$ cat src/rtl/digest_msg_builder.sv
module digest_msg_builder #(
  parameter int KEY_W  = 256,
  parameter int CHAL_W = 256,
  parameter int FUSE_N = 88,
  parameter int LOCK_FUSE = 87
) (
  input  logic                 clk,
  input  logic                 rst_n,
  input  logic                 start,
  input  logic [KEY_W-1:0]     key,
  input  logic [CHAL_W-1:0]    challenge,
  input  logic [7:0]           opcode,
  input  logic [7:0]           mode,
  input  logic [15:0]          key_id,
  input  logic [FUSE_N-1:0]    fuse,
  input  logic [7:0]           fuse_mfr,
  input  logic [31:0]          fuse_sn,
  input  logic [15:0]          rom_mfr,
  input  logic [15:0]          rom_sn,
  input  logic                 blk_ready,
  output logic                 blk_valid,
  output logic                 blk_idx,
  output logic [511:0]         blk_data,
  output logic                 bad_mode
);
  localparam int BLK_W   = KEY_W + CHAL_W;
  localparam int SEC_N   = 64;
  localparam int STAT_N  = FUSE_N - SEC_N;
  localparam int ID_W    = 8 + 8 + 16 + FUSE_N + 8 + 32 + 16 + 16;
  localparam int LEN_W   = 64;
  localparam int ZERO_W  = BLK_W - ID_W - 1 - LEN_W;
  localparam int MSG_BITS = BLK_W + ID_W;

  typedef enum logic [1:0] {IDLE, SEND0, SEND1} st_t;
  st_t st;

  logic [BLK_W-1:0] kc_q;
  logic [ID_W-1:0]  id_q;
  logic [ID_W-1:0]  id_d;

  wire illegal  = mode[7] | (|mode[3:0]);
  wire burned   = ~fuse[LOCK_FUSE];
  wire take_all = mode[4] & burned;
  wire take_sec = burned & (mode[4] | mode[5]);
  wire take_sn  = mode[6];
  wire go       = (st == IDLE) && start && !illegal;

  assign id_d = {opcode, mode, key_id,
                 take_sec ? fuse[SEC_N-1:0] : {SEC_N{1'b0}},
                 take_all ? fuse[FUSE_N-1:SEC_N] : {STAT_N{1'b0}},
                 fuse_mfr,
                 take_sn ? fuse_sn : 32'h0,
                 rom_mfr,
                 take_sn ? rom_sn : 16'h0};

  always_ff @(posedge clk or negedge rst_n)
    if (!rst_n) begin
      st <= IDLE;
      bad_mode <= 1'b0;
    end else begin
      bad_mode <= (st == IDLE) && start && illegal;
      case (st)
        IDLE:    if (go) st <= SEND0;
        SEND0:   if (blk_ready) st <= SEND1;
        SEND1:   if (blk_ready) st <= IDLE;
        default: st <= IDLE;
      endcase
    end

  always_ff @(posedge clk)
    if (go) begin
      kc_q <= {key, challenge};
      id_q <= id_d;
    end

  assign blk_valid = (st != IDLE);
  assign blk_idx   = (st == SEND1);
  assign blk_data  = blk_idx ? {id_q, 1'b1, {ZERO_W{1'b0}}, LEN_W'(MSG_BITS)} : kc_q;

  AST_IDX_ORDER: assert property (@(posedge clk) disable iff (!rst_n)
    blk_valid && !blk_idx && blk_ready |=> blk_valid && blk_idx);
  AST_HOLD_STALL: assert property (@(posedge clk) disable iff (!rst_n)
    blk_valid && !blk_ready |=> blk_valid && $stable(blk_idx) && $stable(blk_data));
  AST_LAST_DROPS: assert property (@(posedge clk) disable iff (!rst_n)
    blk_valid && blk_idx && blk_ready |=> !blk_valid);
  AST_BAD_NO_BLOCK: assert property (@(posedge clk) disable iff (!rst_n)
    bad_mode |-> !blk_valid);
  AST_TAIL_FIXED: assert property (@(posedge clk) disable iff (!rst_n)
    blk_valid && blk_idx |-> blk_data[319] && blk_data[318:64] == '0 && blk_data[63:0] == 64'd704);
  AST_SN_MASK: assert property (@(posedge clk) disable iff (!rst_n)
    blk_valid && blk_idx && !blk_data[502] |-> blk_data[383:352] == '0 && blk_data[335:320] == '0);
  AST_SECRET_MASK: assert property (@(posedge clk) disable iff (!rst_n)
    blk_valid && blk_idx && !blk_data[501] && !blk_data[500] |-> blk_data[479:416] == '0);
  AST_STATUS_MASK: assert property (@(posedge clk) disable iff (!rst_n)
    blk_valid && blk_idx && !blk_data[500] |-> blk_data[415:392] == '0);
endmodule

$ cat config.mk
export PLATFORM = sky130hd
export DESIGN_NAME = digest_msg_builder
export DESIGN_NICKNAME = d
export VERILOG_FILES = /design/src/rtl/digest_msg_builder.sv
export SDC_FILE = /design/constraint.sdc
export NUM_CORES = 1
export LEC_CHECK = 0
export BUFFER_PORTS_ARGS = -buffer_cell sky130_fd_sc_hd__clkbuf_2
export CAP_MARGIN = 40
export CORE_AREA = 2 2 471 473
export DETAILED_ROUTE_END_ITERATION = 7
export DIE_AREA = 0 0 473 475
export SLEW_MARGIN = 20
export SYNTH_ARGS = -nofsm -noshare
export SYNTH_HDL_FRONTEND = slang
export SYNTH_SLANG_ARGS = --single-unit
$ cat constraint.sdc
create_clock -name clk -period 95.5 [get_ports clk]
set_clock_uncertainty 0.2 [all_clocks]
set_input_delay 14.325 -clock clk [delete_from_list [all_inputs] [get_ports clk]]
set_output_delay 14.325 -clock clk [all_outputs]
set_load 0.02 [all_outputs]
After elaboration in Yosys (flattened, before gate mapping)
Index checks and enable logic that the tools add are counted.
{"block": "totals", "reg_bits": 707, "inputBits": 708, "output_inout_bits": 515, "wordCells": 30}
{"block": "op_classes", "eq_ne": 5, "n_mux": 5, "bitwise_logic": 5, "reduce_logical": 8}
{"operator": "$mux W512", "n": 1}
{"operator": "$mux W2", "n": 3}
{"operator": "$ne A2 B2 Y1 const B", "n": 3}
{"operator": "$pmux W2 S3", "n": 1}
{"operator": "$reduce_or A4 Y1", "n": 1}
{"operator": "$logic_and A1 B1 Y1", "n": 3}
{"operator": "$reduce_and A3 Y1", "n": 1}
{"operator": "$and A1 B1 Y1", "n": 2}
{"operator": "$eq A2 B1 Y1 const B", "n": 1}
{"operator": "$eq A2 B2 Y1 const B", "n": 1}
{"operator": "$logic_not A2 Y1", "n": 1}
{"operator": "$or A1 B1 Y1", "n": 2}
{"operator": "$reduce_bool A2 Y1", "n": 1}
{"operator": "$logic_not A1 Y1", "n": 1}
{"operator": "$not A1 Y1", "n": 1}

Depth between registers and ports, before layout
Gate-level depths: netlist of run 1.
{"block": "depth", "word_depth": 6, "ltp_mapped": 7}

Worst setup path after synthesis of run 1
OpenSTA, ideal clock, no wires.
{"block": "synth_path", "path_kind": "in2reg", "startpoint": "input mode[1]", "endpoint": "register id_q[0], enable pin", "setup_time_ns": 1.792, "arrival_time_ns": 43.804, "setup_slack_ns": 49.703, "cell_stages": 3, "n_path_buf": 0, "cell_sequence": "nor3_1 > nand2_1 > nor2_1"}
{"block": "synth_between", "elab_chain_cells": 4}
{"item": "start, declared", "line_no": "13", "rtl": "input logic [7:0] mode,"}
{"item": "$reduce_or A4 Y1", "line_no": "41", "rtl": "wire illegal = mode[7] | (|mode[3:0]);"}
{"item": "$or A1 B1 Y1", "line_no": "41"}
{"item": "$logic_not A1 Y1", "line_no": "46", "rtl": "wire go = (st == IDLE) && start && !illegal;"}
{"item": "$logic_and A1 B1 Y1", "line_no": "46"}
{"item": "named net go", "line_no": "46"}
{"item": "end signal, assigned", "line_no": "73", "rtl": "id_q <= id_d;"}
{"item": "end, declared", "line_no": "38", "rtl": "logic [ID_W-1:0] id_q;"}
The timed path passes the listed nets, and every way through them passes these cells.
A chain may end at the register's enable or synchronous reset.

Worst setup path after layout of run 1
{"block": "layout_path", "startpoint": "input mode[1]", "endpoint": "register id_q[24], enable pin"}
Same word-level chain as after synthesis.

==> insert_results.sql, run 1 <==
INSERT INTO impl_metrics (metric_group, metric, value, unit) VALUES
('outcome', 'status', 'finished, final reports clean', ''),
('synth', 'syn_area', '26900', 'um2'),
('synth', 'synth.lib_cells_used.distinct', '21', ''),
('drt', 'viasPerCell', '3.26', ''),
('power_and_ir_drop', 'portion_of_total_power_attributed_to_sequential_cells', '0.469', ''),
('clock_tree', 'post_cts_buffers', '0', ''),
('synth', 'synth.net_count', '2556', ''),
('clock_tree', 'cts-resized-gates', '0', ''),
('synth', 'synth_sequential_area_ratio', '0.788', ''),
('layout', 'nets', '3805', ''),
('drt', 'route.final.wire_length', '148000', 'um'),
('sta', 'max-slew-margin-rel', '0.396', ''),
('worst_setup_path', 'r2r_slack', '90810', 'ps'),
('drt', 'ant_nets', '0', ''),
('worst_setup_path', 'critical_path_class', 'in -> reg', ''),
('grt', 'number_of_global_route_vias_before_repair', '19400', ''),
('clock_tree', 'cts_max_level', '3', ''),
('worst_setup_path', 'crit_path_max_incr_delay', '620', 'ps'),
('drt', 'wire_per_inst', '24.4', 'um'),
('clock_tree', 'clkSlewWorstSetupHoldPaths', '60', 'ps'),
('sta', 'hold_slack', '334', 'ps'),
('sta', 'maxClockFrequency', '54.8', 'MHz'),
('drt', 'dr.first_iter.drc_count', '1303', ''),
('sta', 'final.period_utilization', '0.191', ''),
('die', 'starting_utilization_of_the_core_area', '0.123', ''),
('layout', 'count_of_fill_cells_added_during_filler_insertion', '24200', ''),
('worst_setup_path', 'arrival', '18430', 'ps'),
('drt', 'route.detailed.drc', '0', ''),
('synth', 'synth.avg_cell_area', '14.6', 'um2'),
('clock_tree', 'clock_sinks', '707', ''),
('power_and_ir_drop', 'net_switching_power_of_the_design', '0.172', 'mW'),
('sta', 'min_period', '18240', 'ps'),
('clock_tree', 'holdBufCountCts', '0', ''),
('power_and_ir_drop', 'power_density', '18.6', 'nW/um2'),
('die', 'coreArea', '219000', 'um2'),
('power_and_ir_drop', 'p_total', '0.734', 'mW'),
('worst_setup_path', 'slowest_stage', 'buf_12', ''),
('clock_tree', 'number_of_buffers_created_by_cts', '86', ''),
('grt', 'grt_antenna_before_repair', '157', ''),
('worst_setup_path', 'crit_family', 'buffers and inverters', ''),
('die', 'total_die_area', '225000', 'um2'),
('power_and_ir_drop', 'p_clk_frac', '0.474', ''),
('die', 'design.portCount', '1223', ''),
('synth', 'synth_warnings', '0', ''),
('clock_tree', 'deepest_clock_path_buffer_count', '3', ''),
('worst_setup_path', 'rr_startpoint', 'st[1]', ''),
('layout', 'drive_above_1_share', '0.437', ''),
('placement', 'routabilityCongestion', '0.935', ''),
('worst_setup_path', 'crit_end_category', 'register', ''),
('min_path', 'timing.hold.worst.class', 'reg -> reg', ''),
('clock_tree', 'clkLatencyLatePin', '730', 'ps'),
('synth', 'flop_and_latch_count_out_of_synthesis', '707', ''),
('placement', 'io_buffers', '1222', ''),
('worst_setup_path', 'cp_cell_sequence', 'clkbuf_2, nor3_1, nand2_1, nor2_4, buf_4, buf_12, buf_4, buf_16, buf_4, buf_4, buf_16', ''),
('sta', 'tightestPinTransition', '907', 'ps'),
('die', 'y_dimension_of_the_die', '475', 'um'),
('flow_run', 'max-cap-violations', '0', ''),
('sta', 'setup-tns-final', '0', 'ps'),
('layout', 'multiInputGateArea', '5120', 'um2'),
('synth', 'post-synth-top-area-cell', 'edfxtp_1', ''),
('min_path', 'worstHoldStart', 'st[1]', ''),
('clock_tree', 'cts-root-buf', 'clkbuf_16', ''),
('worst_setup_path', 'startpoint', 'mode[1]', ''),
('sta', 'rsz0062_at_grt', 'no', ''),
('sta', 'report.final.slew_viol_count', '0', ''),
('worst_setup_path', 'cp.required', '95690', 'ps'),
('synth', 'synthCells', '1848', ''),
('grt', 'grt-ovfl-total', '0', ''),
('grt', 'largest_net_degree_at_the_start_of_global_routing', '146', ''),
('synth', 'yosys.area.top_type_share', '0.785', ''),
('worst_setup_path', 'worstSetupStartpointType', 'primary input', '');
-- through the flow --
step / utilization / setup slack, ps / instances / instance area, um2
2_1_floorplan: - / 49700 / 1848 / 26900
3_3_place_gp: 0.165 / 76040 / 5870 / 36200
3_5_place_dp: 0.166 / 75950 / 5876 / 36400
4_1_cts: 0.180 / 76770 / 6035 / 39400
5_1_grt: 0.180 / 77020 / 6047 / 39500
6_report: 0.181 / 77260 / 6066 / 39500
-- layout by cell type (no fill, tap or decap), drive strengths merged --
master,count
dfrtp,3
nor3,1
clkbuf,1318
diode,27
buf,31
clkinvlp,7
nand3b,1
nand4b,1
inv,7
nand2,578
bufinv,12
nor2,5
o21ai,1
and2,451
a21oi,2
edfxtp,704
nand2b,6
clkinv,38
nor2b,1
conb,1
-- cell type report --
cell class / count / share of cell area
flip-flops and latches: 707 / 0.536
repair buffers: 1252 / 0.165
inverters: 2 / 0.000380
clock inverters: 62 / 0.0202
clock buffers: 97 / 0.0555
well taps: 2871 / 0.0908
multi-input cells: 1048 / 0.130
diodes: 27 / 0.00171
-- synth_stat cells --
library cell / count
clkbuf_1: 17
clkbuf_4: 2
edfxtp_1: 704
inv_1: 1
nand4b_1: 1
nor2_1: 5
nand2b_1: 6
nand2_1: 578
buf_4: 15
a21oi_1: 2
dfrtp_1: 3
nor3_1: 1
buf_6: 21
nor2b_1: 1
clkbuf_2: 20
nand3b_1: 1
o21ai_0: 1
inv_2: 1
conb_1: 1
buf_2: 16
and2_1: 451
-- path summary, 6_finish.rpt --
kind	endpoint	depth (start not counted)
max in group asynchronous	st[0]	1
min in group asynchronous	bad_mode	1
max reg2reg	id_q[24]	10
min	st[0]	1
max	id_q[24]	11
min reg2reg	st[0]	1
-- sequential cells by signal, summed over array words and instances, names as in the netlist --
signal / flops
bad_mode: 1
id_q: 192
kc_q: 512
st: 2
-- cell families after synthesis --
group,count (synthesis),share of synthesized area
simple gates,1044,0.188
flops,707,0.788
buf+inv,93,0.0229
compound gates,3,0.000557
other cells,1,0.000139
-- power groups by stage --
stage          registers [mW]  clock network [mW]  logic [mW]
2_1_floorplan           0.353                   0      0.0153
3_3_place_gp            0.351                   0      0.0415
3_5_place_dp            0.351                   0      0.0425
4_1_cts                 0.344               0.362      0.0427
5_1_grt                 0.344               0.370      0.0451
6_report                0.344               0.348      0.0417
-- layer usage --
layer	global-route usage	vias to the layer above	wire length, um
li1	-	8804	-
met1	0.128	9238	50600
met2	0.216	1234	72000
met3	0.0597	372	17500
met4	0.0632	98	7440
met5	0	-	657
(Power assumes the default switching activity.)
==> inputs of run 2 (changes only) <==
Settings changed: CORE_AREA 2 2 471 473 to 2 2 476 478, DIE_AREA 0 0 473 475 to 0 0 478 480.
Clock period 95.5 ns to 19.1 ns, I/O delays scaled along.
==> run 2 against run 1 <==
  * Sequential share of layout area grew 0.095 points
  * Total power grew to 4.9 times the previous value
  * Clock power grew to 4.8 times the previous value
==> insert_results.sql, run 2 (synthesis results as in run 1) <==
INSERT INTO impl_metrics (metric_group, metric, value, unit) VALUES
('power_and_ir_drop', 'ir_drop', '0.0000686', 'V'),
('drt', 'viasPerCell', '3.19', ''),
('die', 'y_dimension_of_the_die', '480', 'um'),
('drt', 'route.vias.total', '19700', ''),
('die', 'coreArea', '224000', 'um2'),
('clock_tree', 'clkLatencyLatePin', '700', 'ps'),
('sta', 'setup-violations-final', '0', ''),
('layout', 'regMostFlops', 'kc_q', ''),
('placement', 'worst_slack_at_placement', '11570', 'ps'),
('grt', 'met1_usage', '0.126', ''),
('sta', 'rsz0062_at_grt', 'no', ''),
('grt', 'grt-ovfl-total', '0', ''),
('die', 'design.portCount', '1223', ''),
('layout', 'layout_commonest_cell', 'clkbuf_2', ''),
('placement', 'dpl-instance-area', '36500', 'um2'),
('clock_tree', 'cts-root-buf', 'clkbuf_16', ''),
('sta', 'tightestPinTransition', '1040', 'ps'),
('clock_tree', 'number_of_buffers_created_by_cts', '84', ''),
('min_path', 'timing.hold.worst.class', 'reg -> reg', ''),
('drt', 'route.detailed.drc', '0', ''),
('clock_tree', 'clock_sinks', '707', ''),
('die', 'placementRows', '174', ''),
('placement', 'io_buffers', '1222', ''),
('sta', 'report.final.slew_viol_count', '0', ''),
('drt', 'route.final.wire_length', '144000', 'um'),
('clock_tree', 'clkSlewWorstSetupHoldPaths', '60', 'ps'),
('grt', 'groute.layer.met3.usage', '0.0636', ''),
('layout', 'stdcell_area', '39500', 'um2'),
('sta', 'finalHoldViolations', '0', ''),
('layout', 'reg.largest.list', 'kc_q x512, id_q x192, st x2', ''),
('die', 'die_x', '478', 'um'),
('clock_tree', 'holdBufCountCts', '0', ''),
('grt', 'gr-usage-met2', '0.202', ''),
('sta', 'setup-tns-final', '0', 'ps'),
('sta', 'min_period', '6930', 'ps'),
('sta', 'maxClockFrequency', '144', 'MHz'),
('drt', 'dr.first_iter.drc_count', '1162', ''),
('drt', 'wire_per_inst', '23.3', 'um'),
('placement', 'hpwlAfterDp', '120000', 'um'),
('worst_setup_path', 'largest_fanout_of_any_net_on_the_critical_path', '131', ''),
('drt', 'drt_pre_antenna_iters', '5', ''),
('grt', 'grt_use_total', '0.120', ''),
('grt', 'number_of_global_route_vias_before_repair', '19800', ''),
('grt', 'global_route.peak_usage_layer', 'met2', ''),
('power_and_ir_drop', 'leakage_power_of_the_design', '15.8', 'nW'),
('worst_setup_path', 'arrival', '3870', 'ps'),
('sta', 'max-slew-margin-rel', '0.306', ''),
('die', 'starting_utilization_of_the_core_area', '0.120', ''),
('grt', 'grt_antenna_before_repair', '143', ''),
('layout', 'largest_register_ff_count', '512', ''),
('worst_setup_path', 'crit_end_category', 'output port', ''),
('clock_tree', 'tritoncts', 'built', ''),
('layout', 'drive_above_1_share', '0.439', ''),
('power_and_ir_drop', 'power_density', '90.9', 'nW/um2'),
('sta', 'final.period_utilization', '0.363', ''),
('clock_tree', 'cts_max_level', '3', ''),
('layout', 'mostFrequentLayoutCells', 'clkbuf_2, edfxtp_1, nand2_1, and2_1, clkbuf_16', ''),
('worst_setup_path', 'worstSetupStartpointType', 'register', ''),
('grt', 'largest_net_degree_at_the_start_of_global_routing', '149', ''),
('flow_run', 'max-cap-violations', '0', ''),
('worst_setup_path', 'critical_path_class', 'reg -> out', ''),
('clock_tree', 'post_cts_buffers', '0', ''),
('clock_tree', 'cts-resized-gates', '0', ''),
('layout', 'nets', '3799', ''),
('drt', 'ant_nets', '0', ''),
('sta', 'hold_slack', '339', 'ps'),
('layout', 'area_delta_synth_final', '46.6', '%'),
('clock_tree', 'deepest_clock_path_buffer_count', '3', ''),
('placement', 'routabilityCongestion', '0.972', ''),
('worst_setup_path', 'cp.required', '16030', 'ps'),
('grt', 'grt_first_pass_wirelength', '184000', 'um'),
('sta', 'timing.final.ws_setup', '12170', 'ps'),
('die', 'total_die_area', '229000', 'um2'),
('outcome', 'status', 'finished, final reports clean', '');
[run 2: worst paths after layout]
path | from | to | slack [ps] | depth (start not counted)
max reg2reg | st[0] | id_q[61] | 14480 | 10
min in group asynchronous | rst_n | bad_mode | 1750 | 1
max | st[0] | blk_data[349] | 12170 | 7
min | st[1] | st[0] | 340 | 1
min reg2reg | st[1] | st[0] | 340 | 1
max in group asynchronous | rst_n | st[0] | 16830 | 1
[run 2: power by group]
group | total (mW) | switching (mW) | leakage (nW) | internal [mW]
sequential | 1.72 | 0.00331 | 6.42 | 1.72
combinational | 0.208 | 0.123 | 8.05 | 0.0856
clock | 1.66 | 0.712 | 1.37 | 0.947
[run 2: stage by stage]
stage	util	cells	total power, mW
2_1_floorplan	-	1848	1.83
3_5_place_dp	0.163	5996	1.97
3_3_place_gp	0.162	5990	1.96
6_report	0.176	6179	3.59
5_1_grt	0.176	6159	3.71
4_1_cts	0.176	6150	3.66
[run 2: routing by layer]
metal | up-vias | wire length (um)
li1 | 8775 | -
met3 | 346 | 17800
met4 | 102 | 6380
met2 | 1127 | 68200
met1 | 9342 | 51000
met5 | - | 650
[run 2: worst max-delay path, stage by stage, from the launching register on]
cell	delay (ps)
dfrtp_1	410
nand2b_4	350
buf_12	360
buf_4	530
buf_4	520
nand2_1	120
nand2_1	120
clkbuf_2	420
[run 2: layout make-up]
class                      instances  area (um2)
clock inverter                    57         643
inverter                           2        15.0
multi-input combinational       1048        5120
antenna                           28        70.1
sequential                       707       21200
tap                             2992        3740
fill                           24800      185000
timing repair buffer            1248        6470
clock buffer                      97        2190
==> inputs of run 3 (changes only) <==
Clock period 19.1 ns to 6.4 ns, I/O delays scaled along.
==> run 3 against run 2 <==
  * Cell area hardly changed
  * Critical endpoint is now blk_data[444]
  * Hold slack worse by 120 ps
  * Critical path depth is 1 lower
  * Worst setup slack worse by 10000 ps
  * Register-to-register slack worse by 11000 ps
  * Via count is 0.55% higher
  * Die area stayed put
  * Combinational power grew to 2.9 times the previous value
  * Clock power grew to 3.0 times the previous value
  * Core utilization hardly changed
  * Final cell count is 0.16% higher
==> insert_results.sql, run 3 (synthesis results as in run 1) <==
INSERT INTO impl_metrics (metric_group, metric, value, unit) VALUES
('worst_setup_path', 'reg2regPathDepth', '5', ''),
('power_and_ir_drop', 'power_density', '271', 'nW/um2'),
('drt', 'viasPerCell', '3.20', ''),
('sta', 'hold_slack', '217', 'ps'),
('drt', 'wire_per_inst', '22.6', 'um'),
('flow_run', 'max-cap-violations', '0', ''),
('grt', 'met1_usage', '0.124', ''),
('grt', 'grt_use_total', '0.117', ''),
('layout', 'layout_commonest_cell', 'clkbuf_2', ''),
('layout', 'area_delta_synth_final', '46.5', '%'),
('sta', 'tightestPinTransition', '1030', 'ps'),
('grt', 'groute.layer.met3.usage', '0.0643', ''),
('sta', 'setup-tns-final', '0', 'ps'),
('drt', 'route.final.wire_length', '140000', 'um'),
('sta', 'maxClockFrequency', '216', 'MHz'),
('sta', 'finalHoldViolations', '0', ''),
('die', 'design.portCount', '1223', ''),
('worst_setup_path', 'rr_startpoint', 'st[0]', ''),
('clock_tree', 'cts-resized-gates', '0', ''),
('worst_setup_path', 'crit_end_category', 'output port', ''),
('grt', 'largest_net_degree_at_the_start_of_global_routing', '180', ''),
('grt', 'grt_first_pass_wirelength', '179000', 'um'),
('drt', 'route.detailed.drc', '0', ''),
('placement', 'hpwlAfterDp', '115000', 'um'),
('placement', 'routabilityCongestion', '0.938', ''),
('worst_setup_path', 'worstSetupStartpointType', 'register', ''),
('placement', 'io_buffers', '1222', ''),
('die', 'placementRows', '174', ''),
('layout', 'reg.largest.list', 'kc_q x512, id_q x192, st x2', ''),
('drt', 'ant_nets', '0', ''),
('worst_setup_path', 'arrival', '3480', 'ps'),
('drt', 'route.vias.total', '19800', ''),
('clock_tree', 'deepest_clock_path_buffer_count', '3', ''),
('grt', 'grt-ovfl-total', '0', ''),
('clock_tree', 'clkSlewWorstSetupHoldPaths', '60', 'ps'),
('worst_setup_path', 'largest_fanout_of_any_net_on_the_critical_path', '95', ''),
('sta', 'report.final.slew_viol_count', '0', ''),
('clock_tree', 'clkLatencyLatePin', '690', 'ps'),
('die', 'total_die_area', '229000', 'um2'),
('clock_tree', 'cts_max_level', '3', ''),
('power_and_ir_drop', 'ir_drop', '0.000190', 'V'),
('placement', 'worst_slack_at_placement', '2330', 'ps'),
('sta', 'setup-violations-final', '0', ''),
('sta', 'final.period_utilization', '0.725', ''),
('sta', 'rsz0062_at_grt', 'no', ''),
('die', 'die_x', '478', 'um'),
('layout', 'regMostFlops', 'kc_q', ''),
('sta', 'timing.final.ws_setup', '1760', 'ps'),
('drt', 'dr.first_iter.drc_count', '1337', ''),
('grt', 'grt_antenna_before_repair', '130', ''),
('worst_setup_path', 'critical_path_class', 'reg -> out', ''),
('clock_tree', 'cts-root-buf', 'clkbuf_16', ''),
('worst_setup_path', 'rr_endpoint', 'kc_q[442]', ''),
('worst_setup_path', 'r2r_slack', '3600', 'ps'),
('grt', 'gr-usage-met2', '0.191', ''),
('min_path', 'worstHoldStart', 'key[52]', ''),
('drt', 'drt_pre_antenna_iters', '5', ''),
('clock_tree', 'number_of_buffers_created_by_cts', '89', ''),
('clock_tree', 'clock_sinks', '707', ''),
('outcome', 'status', 'finished, final reports clean', ''),
('layout', 'drive_above_1_share', '0.437', ''),
('worst_setup_path', 'cp.required', '5240', 'ps'),
('sta', 'min_period', '4640', 'ps'),
('min_path', 'timing.hold.worst.class', 'in -> reg', ''),
('layout', 'nets', '3807', ''),
('die', 'coreArea', '224000', 'um2'),
('min_path', 'worst_hold_path.num_cells', '1', ''),
('power_and_ir_drop', 'leakage_power_of_the_design', '15.9', 'nW'),
('sta', 'max-slew-margin-rel', '0.310', ''),
('grt', 'global_route.peak_usage_layer', 'met2', ''),
('min_path', 'worstHoldEndpoint', 'kc_q[308]', ''),
('clock_tree', 'tritoncts', 'built', ''),
('die', 'y_dimension_of_the_die', '480', 'um'),
('layout', 'largest_register_ff_count', '512', ''),
('die', 'starting_utilization_of_the_core_area', '0.120', ''),
('layout', 'mostFrequentLayoutCells', 'clkbuf_2, edfxtp_1, nand2_1, and2_1, clkbuf_16', ''),
('grt', 'number_of_global_route_vias_before_repair', '19800', '');
[run 3: cell count changes in the layout (fill, tap and decap cells not counted), sizes merged]
cell	delta
diode	+3
clkinvlp	-6
dlygate4sd3	+1
inv	+2
buf	+2
clkbuf	+7
bufinv	-2
clkinv	+3
[run 3: repair_timing]
item	4_1_cts	5_1_grt
setup endpoints to repair	0	0
endpoints found under the hold margin	3	0
hold buffers	1	0
setup buffers	0	0
[run 3: power breakdown]
group | total (mW) | switching, mW | internal, mW
logic | 0.608 | 0.352 | 0.256
clock network | 4.96 | 2.14 | 2.82
registers | 5.14 | 0.0103 | 5.13
[run 3: per-layer routing]
layer / part of all wire / vias up
met5: 0.0039 / -
met4: 0.039 / 82
met3: 0.14 / 299
met2: 0.47 / 1239
met1: 0.35 / 9370
li1: - / 8811
[run 3: cell type report]
| cell class | instances | area, um2 |
|---|---|---|
| diodes | 31 | 77.6 |
| clock buffers | 104 | 2280 |
| clock inverters | 54 | 529 |
| fillers | 24700 | 185000 |
| inverters | 2 | 15.0 |
| multi-input cells | 1048 | 5140 |
| flip-flops and latches | 707 | 21200 |
| well taps | 2992 | 3740 |
| repair buffers | 1251 | 6460 |
[run 3: worst max-delay path by stage]
stage / startpoint / to
floorplan: mode[1] / id_q[0]
global placement: st[0] / blk_data[429]
detailed placement: st[0] / blk_data[429]
CTS: st[0] / blk_data[429]
global route: st[0] / blk_data[429]
finish: st[0] / blk_data[444]
[run 3: worst max-delay path, cell delays in order (launching register included)]
cell	delay [ps]
dfrtp_1	410
nand2b_4	450
buf_4	440
buf_4	670
nand2_1	310
nand2_1	200
clkbuf_2	190
[run 3: stage by stage]
| step | cell area (um2) | std cells | utilization | total power [mW] |
|---|---|---|---|---|
| after floorplan | 26900 | 1848 | - | 5.47 |
| after global placement | 36500 | 5997 | 0.163 | 5.84 |
| after detailed placement | 36600 | 5999 | 0.163 | 5.86 |
| after CTS | 39400 | 6158 | 0.176 | 10.9 |
| after global routing | 39400 | 6168 | 0.176 | 11.1 |
| final | 39500 | 6189 | 0.176 | 10.7 |
